--- src/rtl/cfg_serial_pkg.sv ---
package cfg_serial_pkg;
  localparam int WORD_W   = 18;
  localparam int R_W      = 10;
  localparam int A_W      = 5;
  localparam int B_W      = 10;
  localparam int ADDR_BIT = 0;
  localparam int R_LSB    = 1;
  localparam int POL_BIT  = R_LSB + R_W;
  localparam int A_LSB    = 1;
  localparam int B_LSB    = A_LSB + A_W;
  localparam int PD_BIT   = B_LSB + B_W;
  localparam int R_MIN    = 2;

  typedef struct packed {
    logic [R_W-1:0] rcount;
    logic           pol;
  } ref_reg_t;

  typedef struct packed {
    logic [A_W-1:0] acount;
    logic [B_W-1:0] bcount;
    logic           pdown;
  } fb_reg_t;
endpackage

--- src/rtl/cfg_sync_edge.sv ---
module cfg_sync_edge #(
  parameter int STAGES = 2
) (
  input  logic clk,
  input  logic rst_n,
  input  logic async_i,
  output logic level_o,
  output logic rise_o
);
  logic [STAGES:0] chain_q;

  always_ff @(posedge clk or negedge rst_n) begin
    if (!rst_n) chain_q[0] <= 1'b0;
    else        chain_q[0] <= async_i;
  end

  for (genvar i = 1; i <= STAGES; i++) begin : g_stage
    always_ff @(posedge clk or negedge rst_n) begin
      if (!rst_n) chain_q[i] <= 1'b0;
      else        chain_q[i] <= chain_q[i-1];
    end
  end

  assign level_o = chain_q[STAGES-1];
  assign rise_o  = chain_q[STAGES-1] & ~chain_q[STAGES];
endmodule

--- src/rtl/cfg_shifter.sv ---
module cfg_shifter
  import cfg_serial_pkg::*;
(
  input  logic              clk,
  input  logic              rst_n,
  input  logic              shift_en,
  input  logic              bit_i,
  output logic [WORD_W-1:0] word_o
);
  always_ff @(posedge clk or negedge rst_n) begin
    if (!rst_n)        word_o <= '0;
    else if (shift_en) word_o <= {word_o[WORD_W-2:0], bit_i};
  end

  assert_shift_order_R2: assert property (@(posedge clk) disable iff (!rst_n)
    shift_en |=> (word_o[0] == $past(bit_i)) &&
                 (word_o[WORD_W-1:1] == $past(word_o[WORD_W-2:0])));

  assert_hold_idle_R8: assert property (@(posedge clk) disable iff (!rst_n)
    !shift_en |=> $stable(word_o));
endmodule

--- src/rtl/cfg_regbank.sv ---
module cfg_regbank
  import cfg_serial_pkg::*;
(
  input  logic              clk,
  input  logic              rst_n,
  input  logic              commit_i,
  input  logic [WORD_W-1:0] word_i,
  output ref_reg_t          ref_o,
  output fb_reg_t           fb_o
);
  logic [R_W-1:0] r_raw;
  logic [R_W-1:0] r_clamped;
  logic           sel_fb;
  logic           unused_msb;

  assign r_raw      = word_i[R_LSB +: R_W];
  assign r_clamped  = (r_raw < R_W'(R_MIN)) ? R_W'(R_MIN) : r_raw;
  assign sel_fb     = word_i[ADDR_BIT];
  assign unused_msb = word_i[WORD_W-1];

  always_ff @(posedge clk or negedge rst_n) begin
    if (!rst_n) begin
      ref_o.rcount <= R_W'(R_MIN);
      ref_o.pol    <= 1'b0;
    end else if (commit_i && !sel_fb) begin
      ref_o.rcount <= r_clamped;
      ref_o.pol    <= word_i[POL_BIT];
    end
  end

  always_ff @(posedge clk or negedge rst_n) begin
    if (!rst_n) begin
      fb_o <= '0;
    end else if (commit_i && sel_fb) begin
      fb_o.acount <= word_i[A_LSB +: A_W];
      fb_o.bcount <= word_i[B_LSB +: B_W];
      fb_o.pdown  <= word_i[PD_BIT];
    end
  end

  assert_ref_untouched_R5: assert property (@(posedge clk) disable iff (!rst_n)
    (commit_i && word_i[ADDR_BIT]) |=> $stable(ref_o));

  assert_fb_untouched_R5: assert property (@(posedge clk) disable iff (!rst_n)
    (commit_i && !word_i[ADDR_BIT]) |=> $stable(fb_o));

  assert_rcount_floor_R6: assert property (@(posedge clk) disable iff (!rst_n)
    ref_o.rcount >= R_W'(R_MIN));
endmodule

--- src/rtl/cfg_serial_port.sv ---
module cfg_serial_port
  import cfg_serial_pkg::*;
#(
  parameter int SYNC_STAGES = 2
) (
  input  logic           clk,
  input  logic           rst_n,
  input  logic           ser_clk,
  input  logic           ser_data,
  input  logic           ser_le,
  output logic [R_W-1:0] ref_count,
  output logic           pd_polarity,
  output logic [A_W-1:0] a_count,
  output logic [B_W-1:0] b_count,
  output logic           power_down
);
  logic              sclk_lvl, sclk_rise;
  logic              data_lvl, unused_data_rise;
  logic              le_lvl, le_rise;
  logic [WORD_W-1:0] word;
  ref_reg_t          ref_q;
  fb_reg_t           fb_q;
  logic              unused_lvls;

  assign unused_lvls = sclk_lvl ^ le_lvl;

  cfg_sync_edge #(.STAGES(SYNC_STAGES)) u_sync_sclk (
    .clk(clk), .rst_n(rst_n), .async_i(ser_clk),
    .level_o(sclk_lvl), .rise_o(sclk_rise));

  cfg_sync_edge #(.STAGES(SYNC_STAGES)) u_sync_data (
    .clk(clk), .rst_n(rst_n), .async_i(ser_data),
    .level_o(data_lvl), .rise_o(unused_data_rise));

  cfg_sync_edge #(.STAGES(SYNC_STAGES)) u_sync_le (
    .clk(clk), .rst_n(rst_n), .async_i(ser_le),
    .level_o(le_lvl), .rise_o(le_rise));

  cfg_shifter u_shift (
    .clk(clk), .rst_n(rst_n), .shift_en(sclk_rise),
    .bit_i(data_lvl), .word_o(word));

  cfg_regbank u_regs (
    .clk(clk), .rst_n(rst_n), .commit_i(le_rise),
    .word_i(word), .ref_o(ref_q), .fb_o(fb_q));

  assign ref_count   = ref_q.rcount;
  assign pd_polarity = ref_q.pol;
  assign a_count     = fb_q.acount;
  assign b_count     = fb_q.bcount;
  assign power_down  = fb_q.pdown;

  assert_outputs_hold_R8: assert property (@(posedge clk) disable iff (!rst_n)
    !le_rise |=> $stable({ref_count, pd_polarity, a_count, b_count, power_down}));

  assert_commit_while_down_R9: assert property (@(posedge clk) disable iff (!rst_n)
    (le_rise && power_down && word[ADDR_BIT]) |=> (power_down == $past(word[PD_BIT])));
endmodule

--- config.mk ---
export PLATFORM = sky130hd
export DESIGN_NAME = cfg_serial_port
export DESIGN_NICKNAME = d
export VERILOG_FILES = /design/src/rtl/cfg_serial_pkg.sv /design/src/rtl/cfg_sync_edge.sv /design/src/rtl/cfg_shifter.sv /design/src/rtl/cfg_regbank.sv /design/src/rtl/cfg_serial_port.sv
export SDC_FILE = /design/constraint.sdc
export NUM_CORES = 1
export LEC_CHECK = 0
export ABC_CLOCK_PERIOD_IN_PS = 3500
export BUFFER_PORTS_ARGS = -buffer_cell sky130_fd_sc_hd__buf_2
export CAP_MARGIN = 20
export CELL_PAD_IN_SITES_DETAIL_PLACEMENT = 0
export CELL_PAD_IN_SITES_GLOBAL_PLACEMENT = 2
export CORE_MARGIN = 2
export CORE_UTILIZATION = 30
export CTS_CLUSTER_SIZE = 25
export DETAILED_ROUTE_END_ITERATION = 8
export GPL_TIMING_DRIVEN = 1
export PLACE_DENSITY = 0.67
export SLEW_MARGIN = 5
export SYNTH_ARGS = -nofsm -noshare
export SYNTH_HDL_FRONTEND = slang
export SYNTH_SLANG_ARGS = --single-unit
--- constraint.sdc ---
create_clock -name clk -period 3.5 [get_ports clk]
set_input_delay 0.35 -clock clk [delete_from_list [all_inputs] [get_ports clk]]
set_output_delay 0.35 -clock clk [all_outputs]
set_load 0.02 [all_outputs]
==> flow_results.xml <==
<?xml version="1.0" encoding="UTF-8"?>
<metrics>
  <group name="yosys">
    <metric name="ys_seq_area_share" unit="%">67.2</metric>
    <metric name="postSynthRegisterBits" unit="">52</metric>
    <metric name="synth_cell_types" unit="">15</metric>
    <metric name="postSynthCellCount" unit="">109</metric>
    <metric name="syn-mean-instance-area" unit="sq um">17.8</metric>
    <metric name="synthesis.yosys.warnings" unit="">0</metric>
    <metric name="synth.cell_area" unit="sq mm">0.00194</metric>
    <metric name="synth_area_leaders" unit="">sky130_fd_sc_hd__dfrtp_1, sky130_fd_sc_hd__mux2_2, sky130_fd_sc_hd__mux2_4, sky130_fd_sc_hd__dfstp_2, sky130_fd_sc_hd__nand3b_4</metric>
    <metric name="synth_largest_type_area_fraction" unit="%">65.8</metric>
    <metric name="synthesis.nets" unit="">114</metric>
    <metric name="synth_top_area_cell" unit="">sky130_fd_sc_hd__dfrtp_1</metric>
  </group>
  <group name="global_route">
    <metric name="grt_remaining_overflow" unit="">0</metric>
    <metric name="global_route_wire_length_before_repair" unit="um">5240</metric>
    <metric name="initial_antenna_violation_count" unit="">0</metric>
    <metric name="first_global_vias" unit="">1040</metric>
    <metric name="maximum_number_of_pins_on_one_net_before_global_route_repair" unit="">53</metric>
    <metric name="track_usage" unit="%">9.48</metric>
  </group>
  <group name="clocking">
    <metric name="worstSkewPairLatency" unit="ns">0.30</metric>
    <metric name="htree_levels" unit="">2</metric>
    <metric name="cts.repair.resized" unit="">0</metric>
    <metric name="clock_sinks" unit="">52</metric>
    <metric name="cts_setup_buffers" unit="">0</metric>
    <metric name="cts-root-to-sink-buffers" unit="">2</metric>
    <metric name="cts_hold_repair.buffers" unit="">0</metric>
    <metric name="clkSlewWorstSetupHoldPaths" unit="ns">0.08</metric>
    <metric name="clock_tree_from_tritoncts" unit="">built</metric>
    <metric name="cts.root.buffer_cell" unit="">sky130_fd_sc_hd__clkbuf_8</metric>
    <metric name="numCtsBuffers" unit="">5</metric>
  </group>
  <group name="sta">
    <metric name="top_achievable_clock_speed" unit="MHz">669</metric>
    <metric name="final.period_utilization" unit="%">42.7</metric>
    <metric name="fin_tns_setup" unit="ns">0</metric>
    <metric name="post-route-min-period" unit="ns">1.49</metric>
    <metric name="setup_viol" unit="">0</metric>
    <metric name="clock-skew-final" unit="ns">0.00982</metric>
    <metric name="hold_violation_count_in_the_final_report" unit="">0</metric>
    <metric name="worst_slew_pin_slew" unit="ns">0.586</metric>
    <metric name="slew_headroom" unit="%">60.9</metric>
    <metric name="unrepaired_setup_endpoints_after_global_routing" unit="">false</metric>
    <metric name="slew_viol_final" unit="">0</metric>
  </group>
  <group name="run">
    <metric name="cap_viol_max_count" unit="">0</metric>
  </group>
  <group name="finish">
    <metric name="finalNetCount" unit="">151</metric>
    <metric name="insertedDiodeCount" unit="">0</metric>
    <metric name="ratio_of_cells_with_drive_above_1_in_the_final_layout" unit="%">58.5</metric>
    <metric name="final_cell_area" unit="sq mm">0.00230</metric>
    <metric name="area_delta_synth_final" unit="%">18.9</metric>
  </group>
  <group name="die">
    <metric name="die_w" unit="um">84.4</metric>
    <metric name="start_util" unit="%">30.7</metric>
    <metric name="core_region_area" unit="sq mm">0.00631</metric>
    <metric name="rows" unit="">29</metric>
    <metric name="dieHeight" unit="um">84.4</metric>
    <metric name="ios" unit="">32</metric>
    <metric name="die-area" unit="sq mm">0.00712</metric>
  </group>
  <group name="setup_path">
    <metric name="reg2reg_depth" unit="">2</metric>
    <metric name="critical_path_class" unit="">flip-flop to flip-flop</metric>
    <metric name="critical_path.reg2reg.startpoint" unit="">u_shift.word_o[0]</metric>
    <metric name="critPathLaunch" unit="">u_shift.word_o[0]</metric>
    <metric name="reg2reg_setup_slack" unit="ns">2.01</metric>
    <metric name="crit_path_end_kind" unit="">flip-flop</metric>
    <metric name="endpoint" unit="">u_regs.ref_o[6]</metric>
    <metric name="cells_along_the_critical_path" unit="">nor3b_4 &gt; mux2_2</metric>
    <metric name="critical-path-max-stage-delay" unit="ns">0.53</metric>
    <metric name="cp_data_arrival_time" unit="ns">1.68</metric>
    <metric name="path_buf_inv" unit="">0</metric>
    <metric name="critical_path_peak_fanout" unit="">13</metric>
    <metric name="crit_required" unit="ns">3.69</metric>
    <metric name="crit_slowest_cell" unit="">sky130_fd_sc_hd__nor3b_4</metric>
    <metric name="worst_path_dominant_cell_family" unit="">simple AND/OR/NAND/NOR gates</metric>
    <metric name="setup.worst_path.start_class" unit="">flip-flop</metric>
    <metric name="reg2reg_to" unit="">u_regs.ref_o[6]</metric>
    <metric name="cp_num_cells" unit="">2</metric>
  </group>
  <group name="place">
    <metric name="post_dp_hpwl" unit="um">2060</metric>
    <metric name="finalWeightedCongestion" unit="">0.651</metric>
    <metric name="port-buffer-count" unit="">31</metric>
    <metric name="post_dp_cell_area" unit="sq mm">0.00217</metric>
  </group>
  <group name="power_and_ir_drop">
    <metric name="power_leakage" unit="nW">1.13</metric>
    <metric name="vdd.ir_drop.worst" unit="mV">0.262</metric>
    <metric name="power_density" unit="mW/mm^2">859</metric>
  </group>
  <group name="routing">
    <metric name="drt-wirelength-per-cell" unit="um">13.9</metric>
    <metric name="final_antenna_net_count" unit="">0</metric>
    <metric name="wl" unit="um">3120</metric>
    <metric name="drc" unit="">0</metric>
    <metric name="dr_total_vias" unit="">1001</metric>
    <metric name="drt_iter0_drc" unit="">62</metric>
    <metric name="vias_per_cell" unit="">4.47</metric>
    <metric name="drt_first_pass_iters" unit="">2</metric>
  </group>
  <group name="min_path">
    <metric name="worst_hold_path_class" unit="">primary input to flip-flop</metric>
  </group>
  <group name="run_status">
    <metric name="status" unit="">finished clean</metric>
  </group>
</metrics>
-- worst min path at each step --
| stage | from | end | slack, ns | cells after the start |
|---|---|---|---|---|
| 2_1_floorplan | rst_n | u_regs.fb_o[0] | 0.05 | 0 |
| 3_3_place_gp | u_sync_data.chain_q[0] | u_sync_data.level_o | 0.34 | 0 |
| 3_5_place_dp | u_sync_le.chain_q[0] | u_sync_le.level_o | 0.34 | 0 |
| 4_1_cts | ser_data | u_sync_data.chain_q[0] | 0.15 | 1 |
| 5_1_grt | ser_clk | u_sync_sclk.chain_q[0] | 0.14 | 1 |
| 6_report | ser_clk | u_sync_sclk.chain_q[0] | 0.16 | 1 |
-- cell usage after synthesis, drive strengths merged --
| cell type | count |
|---|---|
| nor3b | 1 |
| mux2 | 42 |
| nor2b | 2 |
| a21oi | 2 |
| dfrtp | 51 |
| dfstp | 1 |
| nand3b | 2 |
| buf | 4 |
| a31o | 1 |
| nor4 | 2 |
| nor2 | 1 |
-- placed cells by master (no fill, tap or decap), types with 2 or more instances in the layout --
cell type,n
sky130_fd_sc_hd__a21oi_1,2
sky130_fd_sc_hd__clkbuf_8,5
sky130_fd_sc_hd__mux2_2,32
sky130_fd_sc_hd__buf_2,31
sky130_fd_sc_hd__nor4_1,2
sky130_fd_sc_hd__mux2_4,10
sky130_fd_sc_hd__nor2b_1,2
sky130_fd_sc_hd__dfrtp_1,51
-- worst reg2reg max path, stage by stage, from the launching register on --
cell	delay, ns
sky130_fd_sc_hd__dfrtp_1	0.45
sky130_fd_sc_hd__nor3b_4	0.53
sky130_fd_sc_hd__mux2_2	0.40
-- report_power, final --
group | internal, W | switching [W] | total [W]
Combinational | 0.000299 | 0.000301 | 0.000600
Sequential | 0.000820 | 0.000161 | 0.000980
Clock | 0.000212 | 0.000186 | 0.000398
-- logic make-up after synthesis --
family	after synthesis	synth area share [%]
AOI/OAI and AO/OA	3	0.968
buffers and inverters	4	1.61
DFF	52	67.2
muxes	42	26.3
and+or+nand+nor	8	3.87
-- per-stage QoR --
stage	utilization, %	setup slack, ns	cells	total power (W)	hold slack [ns]
global placement	34.3	1.99	214	0.00159	0.337
detailed placement	34.3	1.95	214	0.00160	0.339
floorplan	-	2.19	109	0.00138	0.0544
CTS	36.0	1.94	222	0.00200	0.150
finish	36.5	2.01	224	0.00198	0.156
global route	36.5	1.89	224	0.00211	0.143
-- sequential cells by signal, summed over array words and instances, names as in the netlist --
register             count
u_regs.fb_o             16
u_regs.ref_o            11
u_shift.word_o          17
u_sync_le.chain_q        2
u_sync_data.chain_q      1
u_sync_le.level_o        1
u_sync_sclk.chain_q      2
u_sync_data.level_o      1
u_sync_sclk.level_o      1
-- routing by layer --
metal	wire length (um)	global-route usage, %
met1	1480	12.0
met2	1460	14.8
met3	127	3.24
met4	51	4.33
met5	0	0
-- cell type report --
cell class | count | area (sq um)
fillers | 615 | 4010
multi-input cells | 53 | 604
repair buffers | 34 | 193
clock buffers | 6 | 72.6
clock inverters | 2 | 35.0
well taps | 77 | 96.3
flip-flops and latches | 52 | 1300
No activity file was read; power rests on OpenSTA's default activity.
